===== config.mk =====
export PLATFORM = sky130hd
export DESIGN_NAME = dbg_sec_lock
export DESIGN_NICKNAME = d
export VERILOG_FILES = /design/src/rtl/dbg_sec_lock_pkg.sv /design/src/rtl/dbg_sec_lock_state.sv /design/src/rtl/dbg_sec_lock_gate.sv /design/src/rtl/dbg_sec_lock.sv
export SDC_FILE = /design/constraint.sdc
export NUM_CORES = 1
export LEC_CHECK = 0
export ABC_CLOCK_PERIOD_IN_PS = 800
export BUFFER_PORTS_ARGS = -buffer_cell sky130_fd_sc_hd__buf_2
export CORE_AREA = 2 2 39 41
export DETAILED_ROUTE_END_ITERATION = 10
export DIE_AREA = 0 0 41 43
export SLEW_MARGIN = 20
export SYNTH_ARGS = -nofsm -noshare
export SYNTH_HDL_FRONTEND = slang
export SYNTH_HIERARCHICAL = 1
export SYNTH_SLANG_ARGS = --single-unit

===== constraint.sdc =====
create_clock -name clk -period 0.8 [get_ports clk]
set_clock_uncertainty 0.1 [all_clocks]
set_input_delay 0.08 -clock clk [delete_from_list [all_inputs] [get_ports clk]]
set_output_delay 0.08 -clock clk [all_outputs]
set_load 0.005 [all_outputs]

===== src/rtl/dbg_sec_lock_pkg.sv =====
// Shared types for the debug port security lock.
// Assumes: nothing beyond IEEE 1800-2017 packed types.
package dbg_sec_lock_pkg;

    typedef enum logic {
        LK_OPEN    = 1'b0,
        LK_SECURED = 1'b1
    } lock_state_t;

    typedef struct packed {
        logic grant;
        logic block;
    } dbg_verdict_t;

endpackage


===== src/rtl/dbg_sec_lock_state.sv =====
// Holds the sticky lock state and the recorded global-erase flag.
// Assumes: chip_rst_i and erase_done_i are single-cycle events; rst_n is
// the power-on reset and is the only thing that clears the lock unconditionally.
module dbg_sec_lock_state
    import dbg_sec_lock_pkg::*;
(
    input  logic        clk,
    input  logic        rst_n,
    input  logic        chip_rst_i,
    input  logic        preboot_i,
    input  logic        sec_en_wr_i,
    input  logic        erase_done_i,
    output lock_state_t state_o,
    output logic        erased_o
);

    lock_state_t state_q;
    logic        erased_q;
    logic        set_req;

    // Lock requests count only inside the preboot window.
    always_comb begin
        set_req = sec_en_wr_i && preboot_i;
    end

    // Update the lock and erase flag; chip reset takes precedence over all events.
    always_ff @(posedge clk) begin
        if (!rst_n) begin
            state_q  <= LK_OPEN;
            erased_q <= 1'b0;
        end else if (chip_rst_i) begin
            if (erased_q) begin
                state_q <= LK_OPEN;
            end
            erased_q <= 1'b0;
        end else if (set_req) begin
            state_q  <= LK_SECURED;
            erased_q <= 1'b0;
        end else if (erase_done_i) begin
            erased_q <= 1'b1;
        end
    end

    assign state_o  = state_q;
    assign erased_o = erased_q;

endmodule


===== src/rtl/dbg_sec_lock_gate.sv =====
// Decides per debug command whether it proceeds and registers a violation pulse.
// Assumes: dbg_cmd_i is meaningful only while dbg_valid_i is high.
module dbg_sec_lock_gate
    import dbg_sec_lock_pkg::*;
#(
    parameter int                CMD_W      = 3,
    parameter logic [CMD_W-1:0]  ERASE_CODE = '1
) (
    input  logic             clk,
    input  logic             rst_n,
    input  lock_state_t      state_i,
    input  logic             dbg_valid_i,
    input  logic [CMD_W-1:0] dbg_cmd_i,
    output logic             dbg_grant_o,
    output logic             dbg_viol_o
);

    dbg_verdict_t verdict;
    logic         is_erase_all;
    logic         viol_q;

    // Classify the command and form the allow/block verdict.
    always_comb begin
        is_erase_all  = (dbg_cmd_i == ERASE_CODE);
        verdict.grant = dbg_valid_i && ((state_i == LK_OPEN) || is_erase_all);
        verdict.block = dbg_valid_i && (state_i == LK_SECURED) && !is_erase_all;
    end

    // Register one violation pulse per blocked command.
    always_ff @(posedge clk) begin
        if (!rst_n) begin
            viol_q <= 1'b0;
        end else begin
            viol_q <= verdict.block;
        end
    end

    assign dbg_grant_o = verdict.grant;
    assign dbg_viol_o  = viol_q;

endmodule


===== src/rtl/dbg_sec_lock.sv =====
// Top of the debug port security lock: sticky lock state plus command gate.
// Assumes: synchronous active-low power-on reset; chip_rst_i is a warm reset
// event that the lock must survive unless a global erase came before it.
module dbg_sec_lock
    import dbg_sec_lock_pkg::*;
#(
    parameter int               CMD_W      = 3,
    parameter logic [CMD_W-1:0] ERASE_CODE = '1
) (
    input  logic             clk,
    input  logic             rst_n,
    input  logic             chip_rst_i,
    input  logic             preboot_i,
    input  logic             sec_en_wr_i,
    input  logic             dbg_valid_i,
    input  logic [CMD_W-1:0] dbg_cmd_i,
    input  logic             erase_done_i,
    output logic             dbg_grant_o,
    output logic             dbg_viol_o,
    output logic             locked_o
);

    lock_state_t state_w;
    logic        erased_w;

    dbg_sec_lock_state u_state (
        .clk          (clk),
        .rst_n        (rst_n),
        .chip_rst_i   (chip_rst_i),
        .preboot_i    (preboot_i),
        .sec_en_wr_i  (sec_en_wr_i),
        .erase_done_i (erase_done_i),
        .state_o      (state_w),
        .erased_o     (erased_w)
    );

    dbg_sec_lock_gate #(
        .CMD_W      (CMD_W),
        .ERASE_CODE (ERASE_CODE)
    ) u_gate (
        .clk         (clk),
        .rst_n       (rst_n),
        .state_i     (state_w),
        .dbg_valid_i (dbg_valid_i),
        .dbg_cmd_i   (dbg_cmd_i),
        .dbg_grant_o (dbg_grant_o),
        .dbg_viol_o  (dbg_viol_o)
    );

    assign locked_o = (state_w == LK_SECURED);

endmodule


Word level (Yosys, flattened, before mapping)
Cells that the tools add are included.
{"block": "op_classes", "n_bitwise": 2, "reduce_logical": 9, "eq_ne": 2, "muxes": 3}
{"op": "$logic_and A1 B1 Y1", "count": 4}
{"op": "$eq A3 B3 Y1 const B", "count": 1}
{"op": "$mux W1", "count": 3}
{"op": "$reduce_or A3 Y1", "count": 1}
{"op": "$ne A2 B1 Y1 const B", "count": 1}
{"op": "$not A1 Y1", "count": 2}
{"op": "$reduce_and A2 Y1", "count": 1}
{"op": "$reduce_bool A2 Y1", "count": 1}
{"op": "$logic_not A1 Y1", "count": 1}
{"op": "$logic_or A1 B1 Y1", "count": 1}
{"block": "word_totals", "input_bits": 10, "ff_bits": 3, "elab_cells": 19}

Logic depth before layout (Yosys ltp)
Gate-level depths: netlist of the first run.
{"block": "depth", "depth_word": 3, "depth_mapped": 2}

Hierarchy
Netlist of the first run, hierarchy kept.
{"mod": "dbg_sec_lock_state", "seq_area_each_um2": 40.0, "n_inst": 1, "cells_per_inst": 8, "area_each_um2": 87.6}
{"mod": "dbg_sec_lock_gate", "seq_area_each_um2": 20.0, "n_inst": 1, "cells_per_inst": 4, "area_each_um2": 41.3}

Worst setup path after synthesis of the first run
No wires, ideal clock.
{"block": "synth_path", "path_type": "reg-to-reg", "startpoint": "register u_state.erased_q, in the netlist u_state/erased_o", "endpoint": "register u_state.state_q, in the netlist u_state/state_o", "n_path_buf": 0, "setup_ns": 0.117, "arrival_ns": 0.577, "slack_ns": 0.006, "path_stages_with_launch": 3, "t_required_ns": 0.583, "cell_sequence": "dfxtp_1 -> nand2_1 -> a32o_1"}
{"block": "synth_between", "elab_chain_len": 2}
{"element": "start, declared", "line_no": "dbg_sec_lock_state.sv:18", "rtl": "logic erased_q;"}
{"element": "start signal, assigned", "line_no": "dbg_sec_lock_state.sv:30", "rtl": "erased_q <= 1'b0;"}
{"element": "start signal, assigned", "line_no": "dbg_sec_lock_state.sv:35", "rtl": "erased_q <= 1'b0;"}
{"element": "start signal, assigned", "line_no": "dbg_sec_lock_state.sv:38", "rtl": "erased_q <= 1'b0;"}
{"element": "$ne A2 B1 Y1 (no source line)"}
{"element": "$reduce_and A2 Y1 (no source line)"}
{"element": "end signal, assigned", "line_no": "dbg_sec_lock_state.sv:29", "rtl": "state_q <= LK_OPEN;"}
{"element": "end signal, assigned", "line_no": "dbg_sec_lock_state.sv:33", "rtl": "state_q <= LK_OPEN;"}
{"element": "end signal, assigned", "line_no": "dbg_sec_lock_state.sv:37", "rtl": "state_q <= LK_SECURED;"}
{"element": "end, declared", "line_no": "dbg_sec_lock_state.sv:17", "rtl": "lock_state_t state_q;"}
No other way between the ends.
A chain may end at the register's enable or synchronous reset.

Worst setup path in the final report of the first run
{"block": "layout_path", "startpoint": "register u_state.state_q, in the netlist u_state/state_o", "endpoint": "output dbg_grant_o"}
{"block": "layout_between", "elab_chain_len": 3}
{"element": "$not A1 Y1", "line_no": "dbg_sec_lock_gate.sv:25", "rtl": "verdict.grant = dbg_valid_i && ((state_i == LK_OPEN) || is_erase_all);"}
{"element": "$logic_or A1 B1 Y1", "line_no": "dbg_sec_lock_gate.sv:25"}
{"element": "$logic_and A1 B1 Y1", "line_no": "dbg_sec_lock_gate.sv:25"}
{"element": "end, declared", "line_no": "dbg_sec_lock.sv:18", "rtl": "output logic dbg_grant_o,"}
No other way between the ends.

==> results of run 1 <==
-- metrics by stage --
stage | TNS [ns] | hold WS (ns) | instances | power (uW)
after CTS | -0.315 | 0.0198 | 45 | 498
after global placement | -0.00229 | 0.260 | 40 | 214
final | -0.467 | 0.0273 | 46 | 487
after global routing | -0.649 | 0.0207 | 46 | 532
after detailed placement | -0.0229 | 0.266 | 40 | 215
after floorplan | 0 | 0.142 | 12 | 182
-- power breakdown --
| group | total, uW | internal, uW | switching [uW] |
|---|---|---|---|
| clock | 264 | 187 | 77.1 |
| sequential | 160 | 157 | 3.19 |
| combinational | 62.4 | 41.3 | 21.1 |
-- routing by layer --
layer	track usage	vias up
li1	-	81
met1	0.0415	58
met2	0.0469	15
met3	0.0785	2
met4	0.0600	0
met5	0	-
-- worst min-delay path by stage --
stage           startpoint                 to  slack (ns)  depth (start not counted)
2_1_floorplan        rst_n    u_state/state_o        0.14                          1
3_3_place_gp         rst_n    u_state/state_o        0.26                          2
3_5_place_dp   dbg_valid_i  u_gate/dbg_viol_o        0.27                          2
4_1_cts              rst_n    u_state/state_o        0.02                          2
5_1_grt        dbg_valid_i  u_gate/dbg_viol_o        0.02                          2
6_report       dbg_valid_i  u_gate/dbg_viol_o        0.03                          2
-- sequential cells by signal, indices dropped and copies added (netlist names) --
name	flops
u_gate/dbg_viol_o	1
u_state/state_o	1
u_state/erased_o	1
-- placed cells by master (no fill, tap or decap) --
cell type,instances
sky130_fd_sc_hd__a21boi_1,1
sky130_fd_sc_hd__clkbuf_4,3
sky130_fd_sc_hd__and2_4,1
sky130_fd_sc_hd__dfxtp_2,2
sky130_fd_sc_hd__and4_1,1
sky130_fd_sc_hd__nand2_1,1
sky130_fd_sc_hd__buf_2,12
sky130_fd_sc_hd__buf_6,1
sky130_fd_sc_hd__nor2_1,1
sky130_fd_sc_hd__a32o_1,1
sky130_fd_sc_hd__nor3b_2,1
sky130_fd_sc_hd__buf_4,1
sky130_fd_sc_hd__dfxtp_1,1
sky130_fd_sc_hd__clkbuf_1,1
sky130_fd_sc_hd__nor2b_2,1
sky130_fd_sc_hd__nand3_1,1
-- cells by family after synthesis --
| logic type | after synthesis |
|---|---|
| AO/OA/AOI/OAI | 2 |
| flip-flops | 3 |
| AND/OR/NAND/NOR | 7 |
-- layout make-up --
class | count | area [um^2] | area share
Multi-Input combinational cell | 9 | 68.8 | 0.268
Sequential cell | 3 | 62.6 | 0.244
Clock buffer | 4 | 26.3 | 0.102
Timing Repair Buffer | 14 | 78.8 | 0.307
Tap cell | 16 | 20.0 | 0.0780
-- repair_timing --
action,CTS,global route
buffers inserted,1,1
resized for setup,1,2
endpoints found under the setup margin,4,5
==> results.txt, run 1 <==
* Insertion delay of the later-clocked pin in the worst-skew pair: 0.23 ns
- Summing all non-filler instances in the final layout gives an area of 256 um^2.
* Die height: 43 um
- Most common cell in the netlist: sky130_fd_sc_hd__dfxtp_1
* Capturing element type of the critical path: primary output
- Counting every sink on the clock net gives 3.
* Worst reg2reg setup slack: -0.16 ns
* Wire length the detailed router placed on met1: between 150 and 200 um
- Site row count: 14
* Detailed-routed wire length on met3: around 70 um
- Area share of fa/ha/maj cells after synthesis: 0
- Critical path's slowest cell: sky130_fd_sc_hd__dfxtp_2
- In this run the worst hold path is classified as input pin to flip-flop.
- X dimension of the die: 41 um
* Minimum clock period after layout: 0.957 ns
* Final antenna diode count: 0
- Result of the run: finished with violations
* DR vias: 156
- Simple-Gate Fraction of Synth Area: 0.398
* Flip-flop and latch count after synthesis: 3
- After the first detailed-routing iteration, the DRC count stood at 2.
- The final hold violation count is 0.
- By area, the combinational part of the netlist is dominated by simple AND/OR/NAND/NOR gates.
- Worst Path Class, Setup: flip-flop to primary output
- Worst setup slack before clock tree synthesis: -0.0229 ns
- Stages on worst setup path: 2
- Sequential element share of the synthesized area: 0.466
* Capture point of the worst reg-to-reg path: u_state/state_o
* Leakage power figure: about 0.00013 uW
* Number of hold-repair buffers added at the cts stage: 0
- Clock slew seen by the registers of the worst setup and hold paths: 0.04 ns
- Net count after synthesis: 22
- Input and output buffers added on the ports amount to 12.
- Fraction of the mapped netlist area in compound gates: 0.136
- Final-layout fill cell count: 154
- Global-route total usage across every layer: 0.0521
* Violations in the final reports: setup timing
- The max-slew violation total from the final report came to 0.
- Measured against the total synthesized area, the mux share comes to 0.
* Final GP Congestion: 0.570
* Gate family responsible for the most delay along the worst path: flip-flops
- Setup Viol. Count Final: 5
- XOR/XNOR share of the synthesized area: 0
- Each instance of the synthesized netlist takes up on average 10.7 um^2.
* Detail-routed via count per cell: 3.39
- Number of enable flip-flop cells after synthesis: 0
- Max Buffers Root-to-Sink: 2
* Overall overflow remaining after global route: 0
- Worst flop-to-flop path startpoint: u_state/state_o
* Normalized max-slew margin: 0.924
- The critical path ends at dbg_grant_o.
* Remaining routing DRC violations: 0
- Boundary pin count: 13
* Maximum VDD drop: ~0.00046 V
- Clock tree synthesis inserted a total of 3 buffers.
- Library cell with the largest summed area after synthesis: sky130_fd_sc_hd__dfxtp_1
* Proportion of register bits with asynchronous set or reset after synthesis: 0
* Setup crit start kind: flip-flop
- Once layout is complete, the utilization of the core stands at 0.185.
- For this design the ratio of total power to cell area is 1900 mW/mm^2.
- Top sig layer: met4
- Final Cycle Share: 1.20
* First drt pass iteration count: 3
- Maximum number of pins on one net before global-route repair: 4
- Initial antenna violation count: 0
* Combined area of all synthesized cells: between 100 and 150 um^2
* Critical Path Fanout Max: 3
- Fraction of final layout cells sized beyond drive strength 1: 0.733
* Number of synthesis warnings: 6
* Largest stage delay on the critical path: between 0.3 and 0.4 ns
- Counting every instance in the synthesized netlist gives 12.
* Placed cell areas: 209 um^2
- Endpoint arrival time on the critical path: 0.78 ns
- By area the synthesized netlist is led by sky130_fd_sc_hd__dfxtp_1, sky130_fd_sc_hd__nor3b_2, sky130_fd_sc_hd__a32o_1.
* Antenna viol nets, final: 0
- Max-cap violations in this run came to 0.
* Primary FF master, synth: sky130_fd_sc_hd__dfxtp_1
* Critical Path RT: ~0.62 ns
* First-pass GRT wire length: roughly 470 um
- Worst-Margin Slew: 0.114 ns
- In this run the clock root is driven by a sky130_fd_sc_hd__clkbuf_4.
- For the worst flop-to-flop path, the logic depth is 3.
- After detailed routing, the met2 layer carries 98 um of wire.
- Cells along the critical path: a21boi_1 -> buf_2
* Routed length per instance: 7.28 um
- Full die area: 0.00176 mm^2
* Total core area: between 0.001 and 0.0015 mm^2
* Minimum setup slack in the final design: -0.157 ns
- H-tree levels: 1
- At the end of the flow, the number of nets in the layout was 41.
* Via count of the first global-routing pass: 138
- The critical path starts at u_state/state_o.
- TritonCTS built the clock tree.
* Unrepaired setup endpoints after global routing: true
* Buffer and inverter count on the worst path: 1
- For this configuration, the core starts out at a cell density of 0.0931.
- Peak Freq: between 1000 and 1500 MHz
- Compared with the post-synthesis result, the final layout area differs by 99.0%.
* Overall routed net length: 335 um
- Distinct cell type count of the synthesized netlist: 10
* Synth top area share: 0.466
Note: power is estimated with default switching activity, not from simulation.
==> run 2: changes to the inputs <==
Settings changed: ABC_CLOCK_PERIOD_IN_PS 800 to 1030, SETUP_SLACK_MARGIN from default to 0.4.
Clock period 0.8 ns to 1.03 ns, I/O delays scaled along.
==> run 2 against run 1 <==
Effect of this change:
- the run now ends clean
- global-route usage up 0.20 points
- setup slack better by 0.21 ns
- wire length up 8.1%
- sequential share of layout area up 0.86 points
- via count up 1.9%
- sequential power down 22%
- hold slack better by 0.028 ns
- count of clock-buffer cells in the layout unchanged
- design area down 3.4%
- die area unchanged
- non-clock buffer count down 1
- sequential cell count unchanged
- largest cell class is now multi-input combinational cells
- highest routed layer is now met3
==> results.txt, run 2 (synthesis results as in run 1) <==
- Cells along the critical path: a21boi_1 -> buf_2
- Setup_tns: 0 ns
* P&R area growth vs syn: 92.2%
- The analysis attributes to cell leakage a power of 0.000119 uW.
* Number of DRC markers after the initial detailed-route iteration: 5
- Inserted Clock Buffers: 3
* Critical Path RT: 0.83 ns
- Via count of the first global-routing pass: 153
* Detail-routed via count per cell: about 3.5
* Max cap viols: 0
- Initial cell density of the core: 0.0931
* Remaining routing DRC violations: 0
* Result of the run: finished clean
* Most common cell after layout, fill and taps aside: sky130_fd_sc_hd__buf_2
* DPL Wire Length: 276 um
* DR vias: 159
* Maximum VDD drop: around 0.0007 V
- Along the worst path, the maximum fanout reaches 3.
- Critical path's slowest cell: sky130_fd_sc_hd__dfxtp_2
* H-tree levels: 1
* Final GP Congestion: 0.595
* Unrepaired setup endpoints after global routing: true
- First drt pass iteration count: 2
- Power density over the cells: between 1500 and 2000 mW/mm^2
- Clock root buffer: sky130_fd_sc_hd__clkbuf_4
- The layout has 155 filler cells.
* Worst Path Class, Setup: flip-flop to primary output
- Clock net sink count: 3
- Normalized max-slew margin: 0.928
* Final-report max-slew violation count: 0
- Insertion delay of the later-clocked pin in the worst-skew pair: roughly 0.23 ns
- The initialized floorplan defines 14 standard-cell rows.
* Final antenna diode count: 0
- Boundary pin count: 13
- TritonCTS built the clock tree.
- Antenna viol nets, final: 0
- Global-route total usage across every layer: 0.0541
- X dimension of the die: around 41 um
- Subtracting the final worst setup slack from the clock period gives 0.978 ns.
- Clock slew seen by the registers of the worst setup and hold paths: 0.04 ns
* Maximum number of pins on one net before global-route repair: 4
- The design draws about 380 uW.
* Hold violation total from the final report: 0
- Of the cells placed in the final design, the portion with a size suffix greater than 1 is 0.759.
* Kind of path behind the tightest hold check: input pin to flip-flop
- Utilization after layout: 0.179
- Commonest non-fill, non-tap cells in the layout: sky130_fd_sc_hd__buf_2, sky130_fd_sc_hd__clkbuf_4, sky130_fd_sc_hd__dfxtp_2
- STA classifies the critical path endpoint as a primary output.
- The die covers approximately 0.0018 mm^2.
- Peak Freq: 1020 MHz
- Total core area: 0.00138 mm^2
- Setup crit start kind: flip-flop
* First-pass GRT wire length: 531 um
- Layout Nets: 40
- For the worst setup path, the data arrival time is between 0.7 and 0.8 ns.
* Overall routed net length: between 300 and 400 um
- Die height: 43 um
* Number of hold-repair buffers added at the cts stage: 0
- After detailed routing, the average wire length per cell comes to roughly 8.0 um.
* Initial antenna violation count: 0
- Input and output buffers added on the ports amount to 12.
- No sink is reached through more buffers than the 2 on the longest clock path.
- At the pin with the least slew margin, the transition time is 0.108 ns.
- Overall overflow remaining after global route: 0
* Setup Viol. Count Final: 0
- The largest single stage delay on the critical path is roughly 0.32 ns.
* Final Cycle Share: 0.949
-- run 2: cell count changes in the layout (fill, tap and decap cells not counted) --
cell / before / now
sky130_fd_sc_hd__buf_6: 1 / 0
sky130_fd_sc_hd__nor2_1: 1 / 0
sky130_fd_sc_hd__nor2_2: 0 / 1
-- run 2: final timing paths --
kind | from | endpoint | slack, ns | cells past startpoint
worst min register to register | u_state/erased_o | u_state/erased_o | 0.39 | 2
worst min-delay path | preboot_i | u_state/erased_o | 0.05 | 3
worst max register to register | u_state/state_o | u_state/state_o | 0.17 | 2
worst max-delay path | u_state/state_o | dbg_grant_o | 0.05 | 2
-- run 2: critical path: cells and delay by family (launching register included) --
| kind | cells | cell delay (ns) |
|---|---|---|
| compound gates | 1 | 0.10 |
| buf+inv | 1 | 0.12 |
| flops | 1 | 0.32 |
-- run 2: where the power goes --
part / switching [uW] / leakage, uW / internal [uW]
Clock: 60.3 / 0.0000150 / 145
Combinational: 16.7 / 0.0000790 / 28.9
Sequential: 2.89 / 0.0000253 / 122
Total: 79.9 / 0.000119 / 296
-- run 2: area by class of cell --
class,count,area (um^2),share of cell area
Multi-Input combinational cell,9,71.3,0.288
Clock buffer,4,26.3,0.106
Tap cell,16,20.0,0.0808
Sequential cell,3,62.6,0.253
Timing Repair Buffer,13,67.6,0.273
-- run 2: metal layers --
metal  part of all wire  wire [um]  GRT usage
met2               0.34        123     0.0531
met3               0.25         90     0.0785
met5                  0          0          0
met1               0.41        148     0.0511
met4                  0          0     0.0400
-- run 2: stage by stage --
| stage | hold WS [ns] | cells | instance area, um^2 | setup slack [ns] |
|---|---|---|---|---|
| finish | 0.0549 | 45 | 248 | 0.0521 |
| global route | 0.0473 | 45 | 248 | -0.0197 |
| CTS | 0.0449 | 45 | 248 | 0.0405 |
| floorplan | 0.170 | 12 | 130 | 0.254 |
| global placement | 0.288 | 40 | 210 | 0.247 |
| detailed placement | 0.292 | 40 | 210 | 0.238 |
-- run 2: repair_timing --
action	4_1_cts	5_1_grt
buffers inserted	1	0
pin swaps	2	0
resized for setup	2	0
endpoints found under the setup margin	6	6
==> run 3: changes to the inputs <==
Settings changed: ABC_AREA from default to 1.
==> run 3 against run 2 <==
Effect of this change:
- sequential cell count unchanged
- fmax increased by 1.4%
- via count is 14% higher
- hold slack got worse by 0.050 ns
- critical endpoint unchanged
- power shrank 0.58%
- final cell count grew 18%
- die area unchanged
==> results.txt, run 3 <==
* Combined area of all synthesized cells: 138 um^2
* Number of enable flip-flop cells after synthesis: 0
* Simple-Gate Fraction of Synth Area: 0.318
- Flop pwr share: 0.331
- Met2 wirelength from detailed routing: 189 um
- The clock drives 3 sinks.
- Critical Path RT: a little over 0.8 ns
- Endpoint arrival time on the critical path: about 0.76 ns
* Wire length the detailed router placed on met1: 101 um
- The startpoint identified for the worst register-to-register timing path is u_state/state_o.
* Setup Viol. Count Final: 0
- Synthesized area per cell: 6.88 um^2
* Setup crit start kind: flip-flop
- The worst hold path belongs to the class input pin to flip-flop.
* Remaining routing DRC violations: 0
- The critical path starts at u_state/state_o.
- First drt pass iteration count: 2
* Buffer and inverter count on the worst path: 1
- Detailed-routed wire length on met3: 44 um
- Insertion delay of the later-clocked pin in the worst-skew pair: ~0.23 ns
- Global-route total usage across every layer: 0.0511
* Start point of the worst hold path: dbg_valid_i
- # port buffers: 12
- Internal Pwr Total: a little under 300 uW
- The highest layer touched by signal routing is met3.
- Via count of the first global-routing pass: about 180
- Total core area: 0.00138 mm^2
- For this run, the number of Yosys warnings is 6.
- Maximum VDD drop: 0.000256 V
* Main combinational cell family by area after synthesis: simple AND/OR/NAND/NOR gates
- Of the total synthesized cell area, the portion taken by full adders, half adders and majority gates is 0.
* P&R area growth vs syn: 86.4%
- Library cell with the largest summed area after synthesis: sky130_fd_sc_hd__dfxtp_1
* Fraction of final layout cells sized beyond drive strength 1: 0.541
- Leaving out fill and tap cells, the most frequent cell in the layout is sky130_fd_sc_hd__buf_2.
- Of the synthesized area, sequential elements account for 0.436.
- Critical path's slowest cell: sky130_fd_sc_hd__dfxtp_2
* Gate family responsible for the most delay along the worst path: flip-flops
- Fraction of the mapped netlist area in compound gates: 0.136
* Synth top area share: 0.436
- Summed over all layers, the routed wires come to around 340 um.
* CTS tree: yes
* Worst-Margin Slew: 0.109 ns
- Post-Syn Instances: 20
- Setup_tns: 0 ns
- Maximum number of pins on one net before global-route repair: 5
* Number of DRC markers after the initial detailed-route iteration: 1
- Commonest non-fill, non-tap cells in the layout: sky130_fd_sc_hd__buf_2, sky130_fd_sc_hd__nand2_1, sky130_fd_sc_hd__inv_1, sky130_fd_sc_hd__clkbuf_4, sky130_fd_sc_hd__nor2_1
* DR vias: 182
- Clock root buffer: sky130_fd_sc_hd__clkbuf_4
- Minimum clock period after layout: slightly below 1 ns
* Distinct cell type count of the synthesized netlist: 8
* Normalized max-slew margin: 0.927
- Clock slew seen by the registers of the worst setup and hold paths: 0.04 ns
* Initial antenna violation count: 0
- Sorting the synthesized cells by area gives the leading types as sky130_fd_sc_hd__dfxtp_1, sky130_fd_sc_hd__nand2_1, sky130_fd_sc_hd__inv_1.
* Hold violation total from the final report: 0
- For this design the static power due to leakage is 0.000136 uW.
- The die is 41 um wide.
- Most common cell in the netlist: sky130_fd_sc_hd__nand2_1
- Layout Nets: 48
* Peak Freq: 1040 MHz
- The first global-routing pass estimated 545 um of wire.
* Final GP Congestion: 0.570
* Top cells by count, synth: sky130_fd_sc_hd__nand2_1, sky130_fd_sc_hd__inv_1, sky130_fd_sc_hd__dfxtp_1, sky130_fd_sc_hd__nor2_1
- The share of total power dissipated in the clock network is 0.547.
- In this run the power density over the cells is 1460 mW/mm^2.
* Worst Path Class, Setup: flip-flop to primary output
- Critical Path Fanout Max: 4
- H-tree levels: 1
* Overall overflow remaining after global route: 0
* Net count after synthesis: 30
* Initial cell density of the core: 0.0995
- Boundary pin count: 13
* Final Cycle Share: 0.936
- The max-slew violation total from the final report is 0.
- Unrepaired setup endpoints after global routing: true
- Inserted Clock Buffers: 3
* Full die area: 0.00176 mm^2
* Net load switching power: 82.5 uW
* Final antenna diode count: 0
- STA classifies the critical path endpoint as a primary output.
- Dividing the detail-routed via count by the number of cells gives 3.43.
- Counting along the longest clock path gives a buffer depth of 2.
- Of the post-synthesis cell area, the part taken by muxes is 0.
- Of the total synthesized cell area, the portion taken by XOR and XNOR cells is 0.
- Share of power burned in combinational logic: 0.122
- After detailed routing, the average wire length per cell comes to roughly 6.3 um.
- Proportion of register bits with asynchronous set or reset after synthesis: 0
- Die height: between 40 and 50 um
- After legalization and detailed placement, the total HPWL measured ~280 um.
* Utilization after layout: 0.185
- Primary FF master, synth: sky130_fd_sc_hd__dfxtp_1
- Antenna viol nets, final: 0
* Switching share of total power: 0.221
- Result of the run: finished clean
- After floorplanning, the core was divided into 14 placement rows.
- Flip-flop and latch count after synthesis: 3
- Largest stage delay on the critical path: 0.32 ns
- Cells along the critical path: a21oi_2 -> buf_2
- Max cap viols: 0
==> run 3: cell count changes in the layout (fill, tap and decap cells not counted), sizes merged, moves of 2 or more <==
cell | previous run | this run
a21oi | 0 | 2
inv | 0 | 4
nand2 | 1 | 6
nor2 | 1 | 3
==> run 3: area by class of cell <==
type	instances	area [um^2]
flip-flops and latches	3	61.3
inverters	4	15.0
clock buffers	4	26.3
multi-input cells	13	66.3
well taps	16	20.0
fillers	170	1130
repair buffers	13	67.6
==> run 3: logic make-up (layout without fill, tap and decap cells) <==
logic type / count (synthesis) / after routing
DFF: 3 / 3
buffers and inverters: 4 / 21
AOI/OAI and AO/OA: 3 / 3
and+or+nand+nor: 10 / 10
==> run 3: final timing paths <==
kind,cells past startpoint,slack (ns),endpoint
hold reg to reg,2,0.36,u_gate/dbg_viol_o
setup / recovery,2,0.07,dbg_grant_o
setup reg to reg,5,0.20,u_state/state_o
hold / removal,3,0.005,u_gate/dbg_viol_o
==> run 3: per-stage QoR <==
step,area (um^2),hold slack [ns],power (uW),cells,setup slack [ns]
finish,256,0.00539,374,53,0.0657
global route,256,0.00777,403,53,0.0195
CTS,253,-0.00694,386,53,0.0507
detailed placement,219,0.247,169,48,0.281
global placement,219,0.244,168,48,0.284
floorplan,139,0.121,143,20,0.316
==> run 3: power by group through the flow <==
| stage | Clock (uW) | Combinational, uW | Sequential, uW |
|---|---|---|---|
| floorplan | 0 | 16.7 | 126 |
| global route | 225 | 53.2 | 124 |
| finish | 205 | 45.8 | 124 |
| detailed placement | 0 | 42.8 | 126 |
| global placement | 0 | 42.1 | 126 |
| CTS | 217 | 45.5 | 124 |
==> run 3: worst min-delay path: stages <==
cell	delay (ns)
sky130_fd_sc_hd__buf_2	0.10
sky130_fd_sc_hd__nand2_1	0.05
sky130_fd_sc_hd__nor2_1	0.04
==> run 3: what timing repair did <==
action / CTS / global route
buffers inserted: 1 / 0
endpoints found under the setup margin: 6 / 6
gates resized for setup: 0 / 1
hold endpoints to repair: 1 / 0
pin swaps: 2 / 1
cloned: 0 / 0
==> run 3: layer usage <==
metal,vias to the layer above,GRT usage
li1,93,-
met3,0,0.0314
met2,9,0.0906
met5,-,0
met4,0,0.0600
met1,80,0.0223
